### src/rtl/spi_req_pkg.sv
package spi_req_pkg;

    typedef enum logic {
        ROLE_SLAVE  = 1'b0,
        ROLE_MASTER = 1'b1
    } role_e;

    typedef enum logic {
        MST_IDLE = 1'b0,
        MST_RUN  = 1'b1
    } mst_state_e;

    typedef struct packed {
        role_e      role;
        logic [1:0] req_en;
    } port_cfg_t;

    localparam port_cfg_t CFG_RESET = '{role: ROLE_SLAVE, req_en: 2'b00};

    // asynchronous pins brought into the system clock
    typedef struct packed {
        logic req_n;
        logic ss_n;
        logic mosi;
        logic sck;
    } pin_vec_t;

    localparam pin_vec_t PIN_IDLE = '{req_n: 1'b1, ss_n: 1'b1, mosi: 1'b0, sck: 1'b0};

    function automatic logic req_pin_driven(input port_cfg_t c);
        return (c.role == ROLE_SLAVE) && (c.req_en != 2'b00);
    endfunction

endpackage

### src/rtl/spi_req_sync.sv
module spi_req_sync #(
    parameter int N = 4,
    parameter logic [N-1:0] RST_VAL = '0
) (
    input  logic         clk,
    input  logic         rst,
    input  logic [N-1:0] d,
    output logic [N-1:0] q
);

    generate
        for (genvar i = 0; i < N; i++) begin : g_bit
            logic [1:0] stages;
            always_ff @(posedge clk) begin
                if (rst) stages <= {2{RST_VAL[i]}};
                else     stages <= {stages[0], d[i]};
            end
            assign q[i] = stages[1];
        end
    endgenerate

endmodule

### src/rtl/spi_req_slave.sv
module spi_req_slave #(
    parameter int W = 8
) (
    input  logic         clk,
    input  logic         rst,
    input  logic         en,
    input  logic         ss_act,
    input  logic         ss_start,
    input  logic         sck_rise,
    input  logic         sck_fall,
    input  logic         mosi_bit,
    input  logic [W-1:0] tx_word,
    output logic         miso_bit,
    output logic         first_rise,
    output logic         word_done,
    output logic [W-1:0] rx_word
);

    localparam int CW = (W > 2) ? $clog2(W) : 1;
    localparam logic [CW-1:0] LAST = CW'(W - 1);

    logic [W-1:0]  sr;
    logic          samp;
    logic          reload;
    logic [CW-1:0] cnt;
    logic          live;

    assign live       = en & ss_act & ~ss_start;
    assign first_rise = live & sck_rise & (cnt == '0);
    assign word_done  = live & sck_rise & (cnt == LAST);
    assign rx_word    = {sr[W-2:0], mosi_bit};
    assign miso_bit   = sr[W-1];

    always_ff @(posedge clk) begin
        if (rst) begin
            sr     <= '0;
            samp   <= 1'b0;
            reload <= 1'b0;
            cnt    <= '0;
        end else if (!en || !ss_act) begin
            cnt    <= '0;
            reload <= 1'b0;
        end else if (ss_start) begin
            sr     <= tx_word;
            cnt    <= '0;
            reload <= 1'b0;
        end else if (sck_rise) begin
            samp <= mosi_bit;
            if (cnt == LAST) begin
                cnt    <= '0;
                reload <= 1'b1;
            end else begin
                cnt <= cnt + CW'(1);
            end
        end else if (sck_fall) begin
            if (reload) begin
                sr     <= tx_word;
                reload <= 1'b0;
            end else begin
                sr <= {sr[W-2:0], samp};
            end
        end
    end

endmodule

### src/rtl/spi_req_master.sv
module spi_req_master
    import spi_req_pkg::*;
#(
    parameter int W    = 8,
    parameter int DIVW = 8
) (
    input  logic            clk,
    input  logic            rst,
    input  logic            en,
    input  logic            start,
    input  logic [DIVW-1:0] div,
    input  logic [W-1:0]    tx_word,
    input  logic            miso_bit,
    output logic            sck,
    output logic            mosi_bit,
    output logic            busy,
    output logic            word_done,
    output logic [W-1:0]    rx_word
);

    localparam int CW = (W > 2) ? $clog2(W) : 1;
    localparam logic [CW-1:0] LAST = CW'(W - 1);

    mst_state_e      st;
    logic [DIVW-1:0] hc;
    logic [W-1:0]    sr;
    logic            samp;
    logic [CW-1:0]   bits;
    logic            tick;

    assign tick      = (st == MST_RUN) && (hc == div);
    assign word_done = tick & sck & (bits == LAST);
    assign rx_word   = {sr[W-2:0], samp};
    assign mosi_bit  = sr[W-1];
    assign busy      = (st == MST_RUN);

    always_ff @(posedge clk) begin
        if (rst) begin
            st   <= MST_IDLE;
            hc   <= '0;
            sck  <= 1'b0;
            sr   <= '0;
            samp <= 1'b0;
            bits <= '0;
        end else if (!en) begin
            st   <= MST_IDLE;
            hc   <= '0;
            sck  <= 1'b0;
            bits <= '0;
        end else begin
            case (st)
                MST_IDLE: begin
                    if (start) begin
                        sr   <= tx_word;
                        st   <= MST_RUN;
                        hc   <= '0;
                        bits <= '0;
                        sck  <= 1'b0;
                    end
                end
                default: begin
                    if (tick) begin
                        hc  <= '0;
                        sck <= ~sck;
                        if (!sck) begin
                            samp <= miso_bit;
                        end else begin
                            sr <= {sr[W-2:0], samp};
                            if (bits == LAST) st <= MST_IDLE;
                            else              bits <= bits + CW'(1);
                        end
                    end else begin
                        hc <= hc + DIVW'(1);
                    end
                end
            endcase
        end
    end

endmodule

### src/rtl/spi_req_port.sv
module spi_req_port
    import spi_req_pkg::*;
#(
    parameter int W    = 8,
    parameter int DIVW = 8
) (
    input  logic            clk,
    input  logic            rst,
    input  logic            cfg_master,
    input  logic [1:0]      cfg_req_en,
    input  logic [DIVW-1:0] clk_div,
    input  logic            tx_write,
    input  logic [W-1:0]    tx_data,
    input  logic            rx_read,
    output logic [W-1:0]    rx_data,
    output logic            rx_valid,
    input  logic            err_clr,
    output logic            bus_err,
    input  logic            sck_in,
    output logic            sck_out,
    output logic            sck_oe,
    input  logic            mosi_in,
    output logic            mosi_out,
    input  logic            miso_in,
    output logic            miso_out,
    output logic            miso_oe,
    input  logic            ss_n_in,
    input  logic            req_n_in,
    output logic            req_n_out,
    output logic            req_oe
);

    port_cfg_t   cfg_q;
    pin_vec_t    pins_raw;
    pin_vec_t    pins_s;
    logic        sck_d;
    logic        ss_d;
    logic [W-1:0] tx_buf;
    logic        tx_full;
    logic        armed;
    logic        slave_en;
    logic        master_en;

    logic        slv_first;
    logic        slv_done;
    logic [W-1:0] slv_rx;
    logic        slv_miso;

    logic        mst_start;
    logic        mst_busy;
    logic        mst_done;
    logic        mst_sck;
    logic        mst_mosi;
    logic [W-1:0] mst_rx;

    always_ff @(posedge clk) begin
        if (rst) cfg_q <= CFG_RESET;
        else     cfg_q <= '{role: role_e'(cfg_master), req_en: cfg_req_en};
    end

    assign slave_en  = (cfg_q.role == ROLE_SLAVE);
    assign master_en = (cfg_q.role == ROLE_MASTER);

    assign pins_raw = '{req_n: req_n_in, ss_n: ss_n_in, mosi: mosi_in, sck: sck_in};

    spi_req_sync #(.N(4), .RST_VAL(PIN_IDLE)) u_sync (
        .clk (clk),
        .rst (rst),
        .d   (pins_raw),
        .q   (pins_s)
    );

    always_ff @(posedge clk) begin
        if (rst) begin
            sck_d <= 1'b0;
            ss_d  <= 1'b1;
        end else begin
            sck_d <= pins_s.sck;
            ss_d  <= pins_s.ss_n;
        end
    end

    spi_req_slave #(.W(W)) u_slave (
        .clk        (clk),
        .rst        (rst),
        .en         (slave_en),
        .ss_act     (~pins_s.ss_n),
        .ss_start   (ss_d & ~pins_s.ss_n),
        .sck_rise   (pins_s.sck & ~sck_d),
        .sck_fall   (~pins_s.sck & sck_d),
        .mosi_bit   (pins_s.mosi),
        .tx_word    (tx_buf),
        .miso_bit   (slv_miso),
        .first_rise (slv_first),
        .word_done  (slv_done),
        .rx_word    (slv_rx)
    );

    assign mst_start = master_en & tx_full & ~pins_s.req_n & armed & ~mst_busy;

    spi_req_master #(.W(W), .DIVW(DIVW)) u_master (
        .clk       (clk),
        .rst       (rst),
        .en        (master_en),
        .start     (mst_start),
        .div       (clk_div),
        .tx_word   (tx_buf),
        .miso_bit  (miso_in),
        .sck       (mst_sck),
        .mosi_bit  (mst_mosi),
        .busy      (mst_busy),
        .word_done (mst_done),
        .rx_word   (mst_rx)
    );

    // transmit holding word and its ready/pending flag
    always_ff @(posedge clk) begin
        if (rst) begin
            tx_buf  <= '0;
            tx_full <= 1'b0;
        end else if (tx_write) begin
            tx_buf  <= tx_data;
            tx_full <= 1'b1;
        end else if ((slave_en && slv_first) || mst_start) begin
            tx_full <= 1'b0;
        end
    end

    // master re-arms only after the request line is released
    always_ff @(posedge clk) begin
        if (rst)               armed <= 1'b1;
        else if (mst_start)    armed <= 1'b0;
        else if (pins_s.req_n) armed <= 1'b1;
    end

    always_ff @(posedge clk) begin
        if (rst) begin
            rx_data  <= '0;
            rx_valid <= 1'b0;
        end else if (slv_done || mst_done) begin
            rx_data  <= slv_done ? slv_rx : mst_rx;
            rx_valid <= 1'b1;
        end else if (rx_read) begin
            rx_valid <= 1'b0;
        end
    end

    always_ff @(posedge clk) begin
        if (rst) bus_err <= 1'b0;
        else     bus_err <= (bus_err & ~err_clr) | (master_en & ~pins_s.ss_n);
    end

    assign sck_out   = mst_sck;
    assign sck_oe    = ~rst & master_en;
    assign mosi_out  = mst_mosi;
    assign miso_out  = slv_miso;
    assign miso_oe   = ~rst & slave_en & ~pins_s.ss_n;
    assign req_n_out = ~tx_full;
    assign req_oe    = ~rst & req_pin_driven(cfg_q);

endmodule

### config.mk
export PLATFORM = sky130hd
export DESIGN_NAME = spi_req_port
export DESIGN_NICKNAME = d
export VERILOG_FILES = /design/src/rtl/spi_req_pkg.sv /design/src/rtl/spi_req_sync.sv /design/src/rtl/spi_req_slave.sv /design/src/rtl/spi_req_master.sv /design/src/rtl/spi_req_port.sv
export SDC_FILE = /design/constraint.sdc
export NUM_CORES = 1
export LEC_CHECK = 0
export BUFFER_PORTS_ARGS = -buffer_cell sky130_fd_sc_hd__buf_2
export CORE_MARGIN = 5
export CORE_UTILIZATION = 40
export DETAILED_ROUTE_END_ITERATION = 7
export SYNTH_ARGS = -nofsm -noshare
export SYNTH_HDL_FRONTEND = slang
export SYNTH_HIERARCHICAL = 1
export SYNTH_SLANG_ARGS = --single-unit
### constraint.sdc
create_clock -name clk -period 2.1 [get_ports clk]
set_input_delay 0.63 -clock clk [delete_from_list [all_inputs] [get_ports clk]]
set_output_delay 0.63 -clock clk [all_outputs]
set_load 0.05 [all_outputs]
==> results.txt, run 1 <==
The total half-perimeter wirelength after legalization and detailed placement is 5.23 mm. The initialized floorplan defines 33 standard-cell rows. The clock tree buffer depth is 2. The chip height came out at 100 um. The internal portion of total power is 1.84 mW.

Across the VDD grid, the largest voltage drop is 307 uV. The routed design uses 297 um of met3 wire. The flow ran to the end, and the final reports show no timing, DRC or antenna violations. The measured slew at the worst slew-check pin came out at 0.499 ns. The post-cts repair resize count came out at 0. The slowest stage of the critical path is the sky130_fd_sc_hd__dfxtp_1 cell. The Yosys step of the flow raised 6 warnings. The setup-violating endpoint count in the final report is 0. The final max-slew violation count came out at 0.

The via count of the first global-routing pass is 2,482. The final antenna diode count is 0. Ranked by total cell area, the synthesized netlist is headed by sky130_fd_sc_hd__dfxtp_1, sky130_fd_sc_hd__mux2i_1, sky130_fd_sc_hd__nor2b_1. The clock network fraction of design power came out at 37.4%. The number of vias per cell after detailed routing came out at 5.07. The effective utilization at floorplan is 40.3%. Among all cell types in the netlist, the one instantiated most often is sky130_fd_sc_hd__dfxtp_1. The number of instances in the synthesized netlist came out at 339. Combinational logic is responsible for 7.5% of the overall power. The share of synthesized cell area in full adder, half adder and majority cells is 2.30%. Global routing used 14.8% of the available tracks across all layers. The max-slew headroom at the worst pin is 66.7%. The total clock buffers created by CTS came out at 9. In this run the remaining antenna-violating nets after routing total 0. The fraction of post-synthesis cell area in the top cell type by area is 41.8%. The number of enable-type register cells in the synthesized netlist came out at 0. After layout, the minimum clock period comes to 1.95 ns. The number of buffers inserted to repair setup after CTS is 0.

The fraction of synthesized cell area in xor and xnor cells is 2.42%. The post-synthesis compound-gate area fraction is 15.9%. The maximum single-stage delay on the critical path is 0.34 ns. Pin placement for this block handled 46 I/O pins. The final estimated routing congestion in global placement came out at 0.766. In this run, post-CTS hold repair placed 0 buffers. The number of sinks on the clock net is 68. Of the synthesized area, sequential elements account for 41.8%. The post-synthesis sequential element count came out at 68. The clock transition at the registers of the reported paths is 0.07 ns. The wire length of the first global-routing pass is 11.9 mm. In the final routed layout, each cell accounts on average for 14.0 um. The distinct cell type count after synthesis came out at 49. The total via count in the routed design came out at 2,564. The fmax came out at 512 MHz. Entering global routing, the biggest net connects 29 pins. The ratio of total power to cell area is 630 nW/um^2.

In the synthesized netlist, the cells that appear most often are sky130_fd_sc_hd__dfxtp_1, sky130_fd_sc_hd__nor2_1, sky130_fd_sc_hd__mux2i_1. The uppermost metal layer occupied by signal nets is met4. In the synthesized netlist the dominant register cell turns out to be sky130_fd_sc_hd__dfxtp_1. The final cell utilization of the core came out at 47.4%.

The number of maximum-capacitance constraint violations is 0. Of the cells placed in the final design, the portion with a size suffix greater than 1 is 27.9%. Before antenna repair, the detailed router went through 4 iterations. The net switching component of the power is 0.573 mW. The initial antenna violation count came to 0. The proportion of power drawn by flip-flops and latches is 55.1%. The wire length after detailed routing came out at 7.08 mm.

The count of routing violations after the opening detailed-route iteration is 123. Net switching is 23.7% of the power. The cell accounting for the most synthesized area is sky130_fd_sc_hd__dfxtp_1.

The area enclosed by the die boundary is 10,100 um^2. The horizontal extent of the die is 100 um. The remaining routing DRC violations is 0.

The worst setup path is of the flip-flop to output port kind. The total overflow reported by the global router came out at 0. The amount of wire on met2 after detailed routing came out at 3.29 mm.

The count of filler cells inserted in the layout came out at 816. Traced cell by cell, the critical path runs through buf_4 > inv_1 > nor2_2 > buf_2. After synthesis, the largest family of logic cells by area is simple AND/OR/NAND/NOR gates. After synthesis, the share of flip-flops with an asynchronous set or reset is 0%.

The simple-gate area share of the yosys netlist came out at 22.0%. STA classifies the critical path endpoint as an output port. The met1 routed wirelength after detailed routing came out at 3.45 mm. In this run the worst hold path is classified as flip-flop to flip-flop.

The number of nets in the layout came out at 433. The source-to-sink clock delay at the later pin of the worst-skew pair came out at 0.33 ns. The final number of hold-violating endpoints is 0. The multiplexer share of the synthesized area is 9.56%. The final period utilization is 93.0%. Averaged over all synthesized cells, the footprint is 9.61 um^2. In this run the worst path has a maximum fanout of 11.

Compared with the post-synthesis result, the final layout area differs by 17.7%. During placement, the flow inserted port buffers numbering 45. The required arrival time at the worst endpoint is 1.47 ns. The total core area is 8090 um^2. Setup repair after global routing left no endpoint under its margin. Clock tree synthesis selected as its root buffer the cell sky130_fd_sc_hd__clkbuf_8. STA classifies the critical path startpoint as a flip-flop. The post-synth design cell area is 3260 um^2. The number of H-tree branching levels is 3. The setup TNS after final layout is 0 ns. The analysis attributes to cell leakage a power of 1.64 nW. The endpoint arrival time on the critical path came out at 1.32 ns.

The net count after synthesis is 374. TritonCTS built the clock tree. The clock tree skew after final layout came out at 0.00414 ns.
[through the flow]
| stage | hold WS, ns | instance area, um^2 | worst slack (ns) | power (mW) | instances |
|---|---|---|---|---|---|
| 6_report | 0.404 | 3830 | 0.146 | 2.41 | 506 |
| 5_1_grt | 0.440 | 3830 | 0.0138 | 2.53 | 506 |
| 4_1_cts | 0.407 | 3830 | 0.113 | 2.45 | 506 |
| 3_5_place_dp | 0.391 | 3680 | -0.170 | 1.54 | 492 |
| 3_3_place_gp | 0.390 | 3680 | -0.117 | 1.54 | 492 |
| 2_1_floorplan | 0.383 | 3280 | -0.0267 | 1.48 | 339 |
[power groups by stage]
stage | Clock (mW) | Sequential, mW | Combinational (mW)
6_report | 0.904 | 1.33 | 0.181
5_1_grt | 1.00 | 1.33 | 0.199
4_1_cts | 0.940 | 1.33 | 0.183
3_5_place_dp | 0 | 1.36 | 0.182
3_3_place_gp | 0 | 1.36 | 0.180
2_1_floorplan | 0 | 1.36 | 0.125
[registers in the layout, indices dropped and copies added, names as in the netlist, 2 cells and up]
signal / cells
cfg_q: 2
rx_data: 8
tx_buf: 8
u_master/bits: 3
u_master/hc: 8
u_master/sr: 8
u_slave/cnt: 3
u_slave/sr: 8
u_sync/g_bit.stages: 8
[per-layer routing]
metal	vias up	GRT usage (%)
li1	1313	-
met1	1203	19.9
met2	46	22.8
met3	2	4.59
met4	0	4.35
met5	-	0
[placed cells by master, fill, tap and decap left out, types with 2 or more instances in the layout]
cell type                  count
sky130_fd_sc_hd__xor2_1        9
sky130_fd_sc_hd__clkbuf_8     10
sky130_fd_sc_hd__nor3_1        2
sky130_fd_sc_hd__nor2_2        3
sky130_fd_sc_hd__nand2_1      16
sky130_fd_sc_hd__nand3b_1      3
sky130_fd_sc_hd__and3_1        2
sky130_fd_sc_hd__a21oi_1      14
sky130_fd_sc_hd__or2_1         4
sky130_fd_sc_hd__nor3_2        2
sky130_fd_sc_hd__nand3_1       9
sky130_fd_sc_hd__nor2b_1      29
sky130_fd_sc_hd__dfxtp_1      68
sky130_fd_sc_hd__o311ai_0     12
sky130_fd_sc_hd__clkbuf_1      2
sky130_fd_sc_hd__nor2_1       30
sky130_fd_sc_hd__or2_2         3
sky130_fd_sc_hd__mux2i_1      30
sky130_fd_sc_hd__and3_2        2
sky130_fd_sc_hd__buf_2        45
sky130_fd_sc_hd__o21ai_0       2
sky130_fd_sc_hd__a21o_2        8
sky130_fd_sc_hd__ha_1          6
sky130_fd_sc_hd__a211oi_1     16
sky130_fd_sc_hd__inv_1        10
sky130_fd_sc_hd__buf_4        23
sky130_fd_sc_hd__nor3b_1       2
sky130_fd_sc_hd__a221oi_1      8
sky130_fd_sc_hd__nand2b_1      7
[layout make-up]
| type | instances | area (um^2) | share of cell area (%) |
|---|---|---|---|
| Timing Repair Buffer | 69 | 418 | 10.9 |
| Clock inverter | 2 | 12.5 | 0.326 |
| Tap cell | 105 | 131 | 3.43 |
| Inverter | 11 | 41.3 | 1.08 |
| Sequential cell | 68 | 1360 | 35.5 |
| Clock buffer | 12 | 145 | 3.79 |
| Multi-Input combinational cell | 239 | 1720 | 45.0 |
[cell families (layout without fill, tap and decap cells)]
logic type	count (synthesis)	after routing
compound gates	68	68
xor+xnor	9	9
fa+ha+maj	6	6
buf+inv	32	94
flops	68	68
mux	31	31
simple gates	125	125
[final timing paths]
path | startpoint | endpoint | slack (ns) | cells past startpoint
setup / recovery | master_en | sck_oe | 0.15 | 4
hold reg to reg | u_sync/g_bit[2].stages[0] | u_sync/g_bit[2].stages[1] | 0.40 | 1
setup reg to reg | u_master/hc[4] | u_master/sr[3] | 0.21 | 6
hold / removal | u_sync/g_bit[2].stages[0] | u_sync/g_bit[2].stages[1] | 0.40 | 1
[critical path, delay by kind of cell (launching register included)]
family | cells | cell delay (ns)
buffers and inverters | 3 | 0.55
flip-flops | 1 | 0.34
AND/OR/NAND/NOR | 1 | 0.10
No activity file was read; power rests on OpenSTA's default activity.
==> run 2, diff against run 1 <==
--- a/config.mk
+++ b/config.mk
@@ -9,6 +9,7 @@
 export CORE_MARGIN = 5
 export CORE_UTILIZATION = 40
 export DETAILED_ROUTE_END_ITERATION = 7
+export RECOVER_POWER = 25
 export SYNTH_ARGS = -nofsm -noshare
 export SYNTH_HDL_FRONTEND = slang
 export SYNTH_HIERARCHICAL = 1
==> run 2 against run 1 <==
  * Design area fell by 0.26%
  * Register-to-register slack got worse by 0.02 ns
  * Critical path type unchanged
  * Die area did not move
  * Fmax fell by 0.44%
  * Hold slack improved by 0.0026 ns
  * Critical path depth did not move
  * Critical endpoint unchanged
  * Core utilization fell by 0.12 points
  * Sequential power barely moved
  * Global-route usage did not move
  * Cell count did not move
  * Sequential share of layout area rose by 0.093 points
  * Combinational power barely moved
==> results.txt, run 2 (synthesis gave the netlist of run 1 again) <==
The placement-stage cell area came out at 3680 um^2. The wire length of the first global-routing pass came out at 11.9 mm. For this design the ratio of total power to cell area is 632 nW/um^2. 0 antenna diodes ended up in the layout. The total half-perimeter wirelength after legalization and detailed placement is 5.23 mm. The effective utilization at floorplan is 40.3%. The register area is 1360 um^2. Counting I/O delays and the setup requirement, the final critical path takes 1.96 ns. The final period utilization came out at 93.4%.

The max-slew headroom at the worst pin is 61.2%. The final number of hold-violating endpoints is 0. The required arrival time at the worst endpoint came out at 1.47 ns.

The worst-case vdd ir drop came out at 307 uV. The setup TNS after final layout is 0 ns. The final max-slew violation count came out at 0. The number of buffer and inverter stages on the critical path came out at 3.

The endpoint arrival time on the critical path came out at 1.33 ns. The remaining antenna violation count after routing is 0. During I/O placement, the number of pins put on the boundary was 46. The source-to-sink clock delay at the later pin of the worst-skew pair is 0.34 ns. The final estimated routing congestion in global placement is 0.766. The clock tree buffer depth came out at 2. The total overflow reported by the global router is 0.

Between clock sinks in the finished design, the worst skew comes to 0.00428 ns. The total placed cells including tap cells came out at 492. The combined global-route utilization of all metal layers is 14.8%. The count of placed standard cells in the final layout, fillers left out is 506. The via count of the first global-routing pass came out at 2,482. In the final layout, the multi-input gates occupy 1720 um^2. The worst hold path class is flip-flop to flip-flop.

The pre-CTS setup slack is -0.170 ns. Leaving out fill and tap cells, the most frequent cell in the layout is sky130_fd_sc_hd__dfxtp_1. After filler insertion, the fill cell instance count of the layout stands at 820.

The worst setup path is of the flip-flop to output port kind. In the final routed layout, each cell accounts on average for 14.0 um. The setup slack of the critical path after layout is 0.138 ns. The final cell utilization of the core came out at 47.2%.

The number of sinks on the clock net came out at 68. The number of detailed-route iterations in the first pass came out at 4. The count of routing violations after the opening detailed-route iteration is 123. For this run, the post-layout net count is 433. The number of vias per cell after detailed routing is 5.06.

The cell depth of the worst min-delay path is 1. The routed design has 7.11 mm of wire. Setup violations remaining at the end of the flow were counted as 0. The horizontal extent of the die is 100 um. Relative to the synthesized area, the layout overhead comes to 17.4%. The total via count in the routed design is 2,560.

Timing would allow up to 510 MHz. Setup repair after global routing left no endpoint under its margin. Clock-pin slew was measured on the worst setup and hold paths at 0.07 ns. The largest net degree at the start of global routing came out at 29. The port buffer count came out at 45. The worst register-to-register path begins at u_master/hc[4]. The area enclosed by the die boundary came out at 10,100 um^2. The total leakage power is 1.63 nW. The type of element launching the critical path is a flip-flop.

In the routed design, unresolved DRC markers number 0. The chip height is 100 um. The number of placement rows came out at 33. Among all stages on the critical path, the largest delay is contributed by sky130_fd_sc_hd__dfxtp_1. Leaving out fill and tap cells, the most frequent cells in the layout are sky130_fd_sc_hd__dfxtp_1, sky130_fd_sc_hd__buf_2, sky130_fd_sc_hd__nor2_1, sky130_fd_sc_hd__mux2i_1, sky130_fd_sc_hd__nor2b_1. The number of H-tree branching levels is 3. The measured slew at the worst slew-check pin is 0.582 ns. The endpoint identified for the worst register-to-register timing path is u_master/sr[3]. The proportion of layout cells with a drive suffix above 1 came out at 27.4%. The number of maximum-capacitance constraint violations came out at 0. The maximum single-stage delay on the critical path came out at 0.34 ns. The initial antenna violation count is 0. The flow ran to the end, and the final reports show no timing, DRC or antenna violations. The gate family responsible for the most delay along the worst path is buffers and inverters. The depth of the worst register-to-register path is 6.

The total clock buffers created by CTS is 9. The kind of capture point of the worst setup path is an output port. TritonCTS built the clock tree. The count of hold-fix buffers inserted at cts came out at 0. The post-cts repair resize count came out at 0. The capture endpoint of the worst hold path is u_sync/g_bit[2].stages[1].

The hold slack is 0.407 ns. In this run the standard cell core region covers 8090 um^2. The launch point of the worst hold path is u_sync/g_bit[2].stages[0]. Post-CTS timing repair inserted 0 buffers for setup.

The final design instance area without fill is 3820 um^2. Overall power consumption after layout is estimated at 2.42 mW. Traced cell by cell, the critical path runs through buf_4 > inv_1 > nor2_2 > buf_2.

The clock tree root driver cell is sky130_fd_sc_hd__clkbuf_8. Setup slack on the worst reg-to-reg path comes out at 0.19 ns. The largest fanout on the critical path is 11.
-- run 2: changes by cell type in the layout (fill, tap and decap cells not counted), sizes merged --
cell    before  now
clkbuf      12   15
buf         69   66
-- run 2: power breakdown --
part	internal [mW]	switching, mW	leakage, nW
clock	0.447	0.461	0.0783
combinational	0.0784	0.100	1.00
sequential	1.31	0.0167	0.553
total	1.84	0.578	1.63
-- run 2: final cells by class --
cell class / instances / share of cell area, %
clock buffer: 12 / 3.80
clock inverter: 2 / 0.327
inverter: 11 / 1.08
multi-input combinational: 239 / 45.1
sequential: 68 / 35.6
tap: 105 / 3.44
timing repair buffer: 69 / 10.7
-- run 2: routing by layer --
metal | routed length (um) | vias up | track usage [%]
met5 | 0 | - | 0
met1 | 3430 | 1187 | 19.9
met3 | 365 | 5 | 4.59
li1 | - | 1314 | -
met4 | 57 | 0 | 4.35
met2 | 3250 | 54 | 22.8
-- run 2: worst max path at each step --
| stage | startpoint | end | cells after the start |
|---|---|---|---|
| 5_1_grt | master_en | sck_oe | 4 |
| 4_1_cts | master_en | sck_oe | 4 |
| 3_5_place_dp | clk_div[4] | u_master/sr[6] | 7 |
| 3_3_place_gp | clk_div[4] | rx_data[4] | 8 |
| 2_1_floorplan | rst | req_oe | 2 |
| 6_report | master_en | sck_oe | 4 |
-- run 2: worst register-to-register path, delay by kind of cell, from the launching register on --
kind | cells | cell delay, ns
AOI/OAI and AO/OA | 2 | 0.43
xor gates and xnor gates | 1 | 0.18
buffers and inverters | 1 | 0.20
DFF | 1 | 0.36
and+or+nand+nor | 2 | 0.59
==> run 3, diff against run 2 <==
--- a/config.mk
+++ b/config.mk
@@ -6,9 +6,12 @@
 export NUM_CORES = 1
 export LEC_CHECK = 0
 export BUFFER_PORTS_ARGS = -buffer_cell sky130_fd_sc_hd__buf_2
+export CELL_PAD_IN_SITES_DETAIL_PLACEMENT = 2
+export CELL_PAD_IN_SITES_GLOBAL_PLACEMENT = 2
 export CORE_MARGIN = 5
-export CORE_UTILIZATION = 40
+export CORE_UTILIZATION = 32
 export DETAILED_ROUTE_END_ITERATION = 7
+export PLACE_DENSITY_LB_ADDON = 0.1
 export RECOVER_POWER = 25
 export SYNTH_ARGS = -nofsm -noshare
 export SYNTH_HDL_FRONTEND = slang
==> run 3 against run 2 <==
  * Cell count increased by 6.1%
  * Count of clock-buffer cells in the layout is 3 lower
  * Wire length is 30% higher
  * Power grew 27%
  * Via count grew 5.1%
  * Clock skew up 0.0027 ns
  * Non-clock buffer count increased by 1
  * Sequential share of layout area decreased by 1.5 points
  * Flip-flop and latch count unchanged
==> results.txt, run 3 (synthesis gave the netlist of run 1 again) <==
The chip height is 111 um. Before CTS, the worst setup slack after placement is -0.127 ns. The total clock buffers created by CTS is 9. The final antenna diode count is 0. The fmax came out at 504 MHz. Global routing used 15.7% of the available tracks across all layers.

The number of maximum-capacitance constraint violations is 0. The gate family responsible for the most delay along the worst path is buffers and inverters. CTS placed an instance of sky130_fd_sc_hd__clkbuf_8 at the clock tree root. The initial antenna violation count is 0. Setup repair after global routing left no endpoint under its margin. The measured slew at the worst slew-check pin came out at 0.417 ns.

The number of H-tree branching levels is 3. The layout has 1,068 filler cells. The min-delay analysis places its worst path in the category flip-flop to flip-flop.

The area enclosed by the die boundary is 12,300 um^2. The effective utilization at floorplan is 33.0%. The ratio of total power to cell area came out at 770 nW/um^2.

The flow ran to the end, and the final reports show no timing, DRC or antenna violations. The number of detailed-route iterations in the first pass came out at 4. In this run the tool buffered the top-level ports with 45 buffer cells.

The clock period could shrink to 1.99 ns. The endpoint arrival time on the critical path is 1.36 ns. In the final layout, the share of cells above drive strength 1 is 28.2%. The remaining routing DRC violations came out at 0. The total leakage power is 1.70 nW.

The via count of the first global-routing pass is 3,011. The number of placement rows came out at 36. The total via count in the routed design came out at 2,691. The hold slack came out at 0.420 ns. The wire length after detailed routing is 9.20 mm. The number of nets in the layout is 434. The total overflow reported by the global router is 0. The routed length per placed instance is 17.1 um. Leaving out filler cells and counting taps, the final layout contains 537. The final max-slew violation count is 0. For this run, the slowest stage of the critical path takes 0.33 ns. The final number of hold-violating endpoints is 0. The largest net degree at the start of global routing is 29. The wire length of the first global-routing pass came out at 15.6 mm. The area added between synthesis and finish is 22.6%. Across the whole layout, storage elements account for 1360 um^2. The proportion of power drawn by flip-flops and latches is 43.3%. The count of routing violations after the opening detailed-route iteration is 84.

Once detailed placement completed, the half-perimeter wirelength came to 6.80 mm. TritonCTS built the clock tree. Net switching is 21.4% of the power. The number of sinks on the clock net is 68. The final estimated routing congestion in global placement came out at 0.742. Using the TritonRoute via totals, the vias-per-cell ratio works out to 5.01. Clock skew on the completed layout was measured at 0.00698 ns.

In this run the count of I/O pins placed on the die edge is 46. The total power is 3.08 mW. The most common cell after layout, fill and taps aside is sky130_fd_sc_hd__dfxtp_1. The kind of capture point of the worst setup path is an output port.

The floorplan step defined a core boundary enclosing 9860 um^2. The required arrival time at the worst endpoint is 1.47 ns. The horizontal extent of the die came out at 111 um. The number of hold buffers added after CTS was 0. Walking the worst path, the cells encountered are buf_4 > inv_1 > nor2_2 > buf_2. The clock transition at the registers of the reported paths came out at 0.07 ns.

The top cell types in the final layout, fill and taps aside, are sky130_fd_sc_hd__dfxtp_1, sky130_fd_sc_hd__buf_2, sky130_fd_sc_hd__nor2_1, sky130_fd_sc_hd__mux2i_1, sky130_fd_sc_hd__nor2b_1. The total placed cells including tap cells is 521. The max-slew headroom at the worst pin is 71.9%. The slowest stage of the critical path is the sky130_fd_sc_hd__dfxtp_1 cell.

IR analysis of the VDD net gives a maximum drop of 248 uV. The internal portion of total power came out at 2.42 mW. The critical path is of the flip-flop to output port type.

Counting both buffers and inverters, the worst setup path holds a total of 3. STA classifies the critical path startpoint as a flip-flop. The multi-input gate area in the final layout is 1720 um^2. The clock network fraction of design power came out at 50.7%. The worst path meets setup with 0.115 ns of slack.

The largest fanout on the critical path is 11. The final period utilization is 94.5%. The clock tree buffer depth came out at 2. Setup violations remaining at the end of the flow were counted as 0. The remaining antenna violation count after routing is 0. Combinational logic is responsible for 6.0% of the overall power.

The net switching component of the power is 0.657 mW. The source-to-sink clock delay at the later pin of the worst-skew pair is 0.35 ns.
==> run 3: through the flow <==
step,util [%],instance area (um^2),setup TNS (ns)
after floorplan,-,3280,-0.0267
after global routing,40.5,3990,0
final,40.5,3990,0
after detailed placement,37.7,3720,-1.99
after global placement,37.7,3720,-1.37
after CTS,40.6,4010,0
==> run 3: metal layers <==
layer | track usage (%) | routed length [um] | vias up
met5 | 0 | 0 | -
met4 | 5.42 | 101 | 0
met1 | 21.4 | 4630 | 1321
li1 | - | - | 1320
met3 | 3.44 | 274 | 9
met2 | 24.4 | 4200 | 41
==> run 3: repair_timing <==
item	4_1_cts	5_1_grt
setup endpoints to repair	0	4
resized for setup	0	1
hold endpoints to repair	0	0
buffers inserted	0	0
==> run 3: path summary, 6_finish.rpt <==
path | from | to | slack, ns | cells past startpoint
hold / removal | u_sync/g_bit[3].stages[0] | u_sync/g_bit[3].stages[1] | 0.42 | 1
setup / recovery | master_en | sck_oe | 0.11 | 4
setup reg to reg | u_master/hc[4] | u_master/sr[2] | 0.21 | 6
hold reg to reg | u_sync/g_bit[3].stages[0] | u_sync/g_bit[3].stages[1] | 0.42 | 1
==> run 3: cell type report <==
type	count	share of cell area (%)
multi-input cells	239	43.2
flip-flops and latches	68	34.1
repair buffers	70	10.4
well taps	133	4.17
clock inverters	7	4.07
clock buffers	9	3.10
inverters	11	1.03
==> run 3: power by group through the flow <==
stage	Clock (mW)	Sequential, mW	Combinational (mW)
6_report	1.56	1.33	0.185
5_1_grt	1.67	1.33	0.203
4_1_cts	1.61	1.33	0.192
3_5_place_dp	0	1.36	0.190
3_3_place_gp	0	1.36	0.186
2_1_floorplan	0	1.36	0.125
